### src/rtl/bsq_pkg.sv
package bsq_pkg;
  typedef enum logic {
    ORD_LINEAR     = 1'b0,
    ORD_INTERLEAVE = 1'b1
  } order_e;
endpackage

### src/rtl/bsq_beat_ctr.sv
module bsq_beat_ctr #(
  parameter int CNT_W = 2
) (
  input  logic             clk,
  input  logic             rst,
  input  logic             load,
  input  logic             step,
  output logic [CNT_W-1:0] beat_q,
  output logic [CNT_W-1:0] beat_nxt
);
  assign beat_nxt = beat_q + {{(CNT_W-1){1'b0}}, 1'b1};

  always_ff @(posedge clk) begin
    if (rst)       beat_q <= '0;
    else if (load) beat_q <= '0;
    else if (step) beat_q <= beat_nxt;
  end
endmodule

### src/rtl/bsq_order.sv
module bsq_order
  import bsq_pkg::*;
#(
  parameter int CNT_W = 2
) (
  input  logic [CNT_W-1:0] start,
  input  logic [CNT_W-1:0] beat,
  input  order_e           order,
  output logic [CNT_W-1:0] low
);
  logic [CNT_W-1:0] lin_low;
  logic [CNT_W-1:0] ilv_low;

  assign lin_low = start + beat;

  for (genvar b = 0; b < CNT_W; b++) begin : g_xor
    assign ilv_low[b] = start[b] ^ beat[b];
  end

  always_comb begin
    unique case (order)
      ORD_INTERLEAVE: low = ilv_low;
      default:        low = lin_low;
    endcase
  end
endmodule

### src/rtl/burst_seq.sv
module burst_seq
  import bsq_pkg::*;
#(
  parameter int ADDR_W = 19,
  parameter int CNT_W  = 2
) (
  input  logic              clk,
  input  logic              rst,
  input  logic              freeze,
  input  logic              adv,
  input  logic              ilv_sel,
  input  logic [ADDR_W-1:0] load_addr,
  output logic [ADDR_W-1:0] burst_addr,
  output logic [CNT_W-1:0]  beat_idx
);
  localparam int HI_W = ADDR_W - CNT_W;

  logic             do_load;
  logic             do_step;
  logic [CNT_W-1:0] start_q;
  logic [CNT_W-1:0] beat_nxt;
  logic [CNT_W-1:0] step_low;
  logic [HI_W-1:0]  hi_q;
  logic [CNT_W-1:0] low_q;
  order_e           order;

  assign do_load = !freeze && !adv;
  assign do_step = !freeze && adv;
  assign order   = order_e'(ilv_sel);

  bsq_beat_ctr #(.CNT_W(CNT_W)) u_ctr (
    .clk      (clk),
    .rst      (rst),
    .load     (do_load),
    .step     (do_step),
    .beat_q   (beat_idx),
    .beat_nxt (beat_nxt)
  );

  bsq_order #(.CNT_W(CNT_W)) u_ord (
    .start (start_q),
    .beat  (beat_nxt),
    .order (order),
    .low   (step_low)
  );

  always_ff @(posedge clk) begin
    if (rst) begin
      start_q <= '0;
      hi_q    <= '0;
      low_q   <= '0;
    end else if (do_load) begin
      start_q <= load_addr[CNT_W-1:0];
      hi_q    <= load_addr[ADDR_W-1:CNT_W];
      low_q   <= load_addr[CNT_W-1:0];
    end else if (do_step) begin
      low_q   <= step_low;
    end
  end

  assign burst_addr = {hi_q, low_q};
endmodule

### config.mk
export PLATFORM = sky130hd
export DESIGN_NAME = burst_seq
export DESIGN_NICKNAME = d
export VERILOG_FILES = /design/src/rtl/bsq_pkg.sv /design/src/rtl/bsq_beat_ctr.sv /design/src/rtl/bsq_order.sv /design/src/rtl/burst_seq.sv
export SDC_FILE = /design/constraint.sdc
export NUM_CORES = 1
export LEC_CHECK = 0
export BUFFER_PORTS_ARGS = -buffer_cell sky130_fd_sc_hd__buf_2
export CAP_MARGIN = 20
export CORE_MARGIN = 4
export CORE_UTILIZATION = 40
export DETAILED_ROUTE_END_ITERATION = 8
export GPL_TIMING_DRIVEN = 0
export PLACE_DENSITY = 0.7
export SETUP_SLACK_MARGIN = 0.05
export SLEW_MARGIN = 20
export SYNTH_ARGS = -nofsm -noshare
export SYNTH_HDL_FRONTEND = slang
export SYNTH_SLANG_ARGS = --single-unit
export TNS_END_PERCENT = 1
### constraint.sdc
create_clock -name clk -period 1.8 [get_ports clk]
set_clock_uncertainty 0.15 [all_clocks]
set_input_delay 0.27 -clock clk [delete_from_list [all_inputs] [get_ports clk]]
set_output_delay 0.27 -clock clk [all_outputs]
set_load 0.02 [all_outputs]
After elaboration in Yosys (flattened, before gate mapping)

Cells that the tools add are included.

Flip-flop bits (word level): 23
Logic and storage cells: 17
Bits of input ports: 24

Reduce and logical (&&, ||, !) cells: 6
Muxes and demuxes: 3
Bitwise gates (word level): 2
Add/sub/neg operators: 2

Operators by type and width:

| kind                  | count |
|---|---|
| $mux W2               | 3 |
| $add A2 B1 Y2 const B | 1 |
| $add A2 B2 Y2         | 1 |
| $logic_and A1 B1 Y1   | 2 |
| $logic_not A1 Y1      | 2 |
| $reduce_bool A2 Y1    | 1 |
| $reduce_or A2 Y1      | 1 |
| $xor A1 B1 Y1         | 2 |

Longest topological paths before layout

Depth after elaboration: 5
Depth in mapped cells: 6
Mapped depth without buffers: 5

Modules after synthesis

Synthesis repeated with hierarchy kept, for this count alone.

Cell total of the unflattened synthesis: 111
Area, all modules: 1024.7 sq um

Modules (own cells, without submodules):

| module       | instances | area each (sq um) | cells each |
|---|---|---|---|
| burst_seq    | 1         | 894.6             | 97 |
| bsq_beat_ctr | 1         | 93.8              | 10 |
| bsq_order    | 1         | 36.3              | 4 |

Worst setup path after synthesis

Ideal clock, no wire load.

Path type: register to register
Start: reg u_ctr.beat_q[0]
End: reg low_q[1]
Clock period less this slack: 1578 ps
Setup time: 74 ps
Arrival: 1353 ps
Setup slack: 222 ps
Required time: 1576 ps
Stages on the path, launching flop included: 6
Cells stage by stage: dfxtp_1 inv_1 ha_1 nor2b_1 xnor3_1 o21ai_0

Longest elaborated chain between the ends: 5
Elaborated cells on any way between the ends: 6
Those cells by class: add/sub: 2; mux: 3; bitwise: 1

RTL lines:

| element                  | RTL line           | text |
|---|---|---|
| start: declaration       | bsq_beat_ctr.sv:8  | `output logic [CNT_W-1:0] beat_q,` |
| start signal: assignment | bsq_beat_ctr.sv:16 | `else if (step) beat_q <= beat_nxt;` |
| $add A2 B1 Y2            | bsq_beat_ctr.sv:11 | `assign beat_nxt = beat_q + {{(CNT_W-1){1'b0}}, 1'b1};` |
| net beat_nxt[0]          | burst_seq.sv:21    | `logic [CNT_W-1:0] beat_nxt;` |
| $add A2 B2 Y2            | bsq_order.sv:14    | `assign lin_low = start + beat;` |
| $mux W2                  | bsq_order.sv:21    | `unique case (order)` |
| $mux W2                  | burst_seq.sv:56    | `end else if (do_step) begin` |
| $mux W2                  | burst_seq.sv:52    | `end else if (do_load) begin` |
| end signal: assignment   | burst_seq.sv:55    | `low_q <= load_addr[CNT_W-1:0];` |
| end signal: assignment   | burst_seq.sv:57    | `low_q <= step_low;` |
| end: declaration         | burst_seq.sv:24    | `logic [CNT_W-1:0] low_q;` |

The timed path passes the listed nets, and every way through them passes these cells. The select of a mux whose other input is x is not followed.
A chain may end at the register's enable or synchronous reset.

Worst setup path after layout

Same ends and word-level chain as after synthesis.

==> flow_summary.yaml <==
clock_network:
  worstSkewPairLatency_ns: 0.31
  tritoncts_num_sinks: 23
  cts_setup_buffers: 0
  post_cts_resized: 0
  ctsRootBufferMaster: "clkbuf_4"
  cts_tree: "done"
  ctsLongestPathBuffers: 2
  tritoncts.num_buffers: 3
  h-tree-depth: 1
  worst_setup_hold_path_clk_slew_ns: 0.12
  ctsHoldBuffers: 0
pwr:
  worst_ir_drop_vdd_mv: 0.435
  static-leakage-power_nw: 0.578
  combPwrFrac: 0.180
  internal_power_uw: 690
  power_switching_share: 0.275
  power.clock.fraction: 0.244
  power.share.sequential: 0.576
  net_switching_power_of_the_design_uw: 262
  p_total_uw: 951
  pwr_density_cell_mw_per_mm2: 754
cells_and_area:
  drive_gt1_frac: 0.477
  seq_area_um2: 460
  layoutNonFillerInstCount: 183
  layout_common_cells: "45 x buf_2, 29 x nand2_1, 23 x dfxtp_1"
  design.final.nets: 181
  multi_input_comb_area_um2: 460
  area_overhead_vs_synth_pct: 28.2
  antenna_cells_inserted: 0
  most_common_library_cell_in_the_layout_ignoring_fill_and_taps: "buf_2"
  final.fill_count: 224
  finalCoreUtilization: 0.555
routing:
  detail_route.iter0.violations: 10
  vias: 863
  drt_pre_antenna_iters: 4
  drc: 0
  average_wire_per_cell_in_the_routed_design_um: 11.5
  antenna_left: 0
  totalWireLength_mm: 2.11
  route.detailed.vias_per_inst: 4.72
yosys:
  syn_nets: 133
  synthSimpleGateAreaFrac: 0.235
  syn_area_um2: 985
  synth_top_family_by_area: "simple AND/OR/NAND/NOR gates"
  synth_seq_area_share: 0.468
  synth_register_bits: 23
  synth-xor-area-share: 0.0318
  adder_cell_fraction_of_synth_area: 0.0127
  count_of_synthesis_stage_warnings_from_yosys: 0
  yosys.cell_types.count: 23
  synth.avg_cell_area_um2: 9.12
  post_syn_instances: 108
  synth.area.mux_share: 0.0318
  synth_compound_area_frac: 0.156
timing:
  fin_crit_sh: 0.869
  grt_setup_unrepaired: "no"
  timing_worst_slew_pin_value_ns: 0.510
  finalHoldViolCount: 0
  timing.fmax_mhz: 639
  drv_slew: 0
  fin_tns_setup_ns: 0
  worst_slew_margin_rel: 0.660
  report.final.setup_viol: 0
  finalCriticalPeriod_ns: 1.57
  final.hold.worst_slack_ns: 0.0253
floorplan:
  die_width_um: 57.6
  die_height_um: 57.6
  placeableCoreArea_mm2: 0.00228
  initial_utilization: 0.433
  design.die.area_mm2: 0.00332
  top_level_ports: 45
  standard_cell_rows: 17
worst_setup_path:
  timing.critical_path.from_type: "flop"
  cp_max_fo: 5
  cp-end-kind: "flop"
  arrival_ns: 1.66
  criticalPathCategory: "flop to flop"
  cp_data_required_time_ns: 1.89
status:
  status: "complete, no violations"
run:
  timing.max_cap.violations: 0
global_route:
  combined_global_route_utilization_of_all_metal_layers: 0.136
  antenna_violations_before_repair: 0
  grt_max_degree: 14
  grt_pass1_wl_mm: 3.55
  number_of_global_route_vias_before_repair: 873
  grt_overflow: 0
place:
  routabilityCongestion: 0.757
  hpwl_mm: 1.64
  dp_cells: 179
  port-buffer-count: 43
hold_path:
  hold_path.class: "primary input to flop"
## layer usage
| metal | track usage | share of wire |
|---|---|---|
| met1 | 0.164 | 0.41 |
| met3 | 0.0245 | 0.063 |
| met2 | 0.229 | 0.51 |
| met4 | 0.0695 | 0.019 |
| met5 | 0 | 0 |
## cells in the mapped netlist
cell / count / share of area
a21oi_1: 10 / 0.051
xnor3_1: 1 / 0.023
ha_1: 1 / 0.013
mux2_2: 1 / 0.011
nor2b_1: 3 / 0.019
inv_1: 2 / 0.0076
buf_12: 1 / 0.020
nand2_2: 10 / 0.064
mux2i_1: 2 / 0.020
o21ai_0: 2 / 0.010
nor4b_1: 1 / 0.0089
nor2_4: 1 / 0.011
a31oi_1: 1 / 0.0064
dfxtp_1: 23 / 0.47
or2_1: 1 / 0.0064
nor2_1: 2 / 0.0076
nand2_1: 29 / 0.11
buf_6: 2 / 0.023
buf_2: 2 / 0.010
xor2_1: 1 / 0.0089
a21oi_2: 10 / 0.089
nand3b_1: 1 / 0.0076
clkbuf_1: 1 / 0.0038
## kinds of logic after synthesis
logic type                 count (synthesis)
muxes                                      3
DFF                                       23
buffers and inverters                      8
xor gates and xnor gates                   2
AOI/OAI and AO/OA                         23
adders and majority gates                  1
and+or+nand+nor                           48
## power groups by stage
stage          clock [mW]  combinational [mW]  sequential [mW]
5_1_grt             0.271               0.188            0.553
6_report            0.232               0.171            0.548
3_5_place_dp            0               0.173            0.560
4_1_cts             0.244               0.174            0.549
2_1_floorplan           0              0.0804            0.587
3_3_place_gp            0               0.169            0.559
## critical path, cell delays in order, from the launching register on
cell,delay [ns]
dfxtp_1,0.42
inv_1,0.09
ha_1,0.20
nor2b_1,0.14
xnor3_1,0.34
o21ai_0,0.17
## state kept, by name, indices dropped and copies added (netlist names)
signal        count
start_q           2
low_q             2
u_ctr.beat_q      2
hi_q             17
## worst paths after layout
check                                                   from                    end  slack, ns  cells after the start
worst max-delay path            u_ctr.beat_q[0]$_SDFFE_PP0P_  low_q[1]$_SDFFE_PP0P_       0.23                      5
worst min-delay path                                     rst   hi_q[6]$_SDFFE_PP0P_       0.03                      2
worst max register to register  u_ctr.beat_q[0]$_SDFFE_PP0P_  low_q[1]$_SDFFE_PP0P_       0.23                      5
worst min register to register          hi_q[8]$_SDFFE_PP0P_   hi_q[8]$_SDFFE_PP0P_       0.31                      2
## through the flow
stage / area [um2] / setup slack [ns]
floorplan: 985 / 0.222
global placement: 1230 / 0.318
detailed placement: 1230 / 0.239
CTS: 1260 / 0.205
global route: 1260 / 0.103
finish: 1260 / 0.235
## area by class of cell
type	instances	area share
flip-flops and latches	23	0.365
clock inverters	1	0.00396
plain buffers	6	0.0446
multi-input cells	77	0.365
well taps	28	0.0278
repair buffers	43	0.170
inverters	2	0.00595
clock buffers	3	0.0178
No activity file was read; power rests on OpenSTA's default activity.
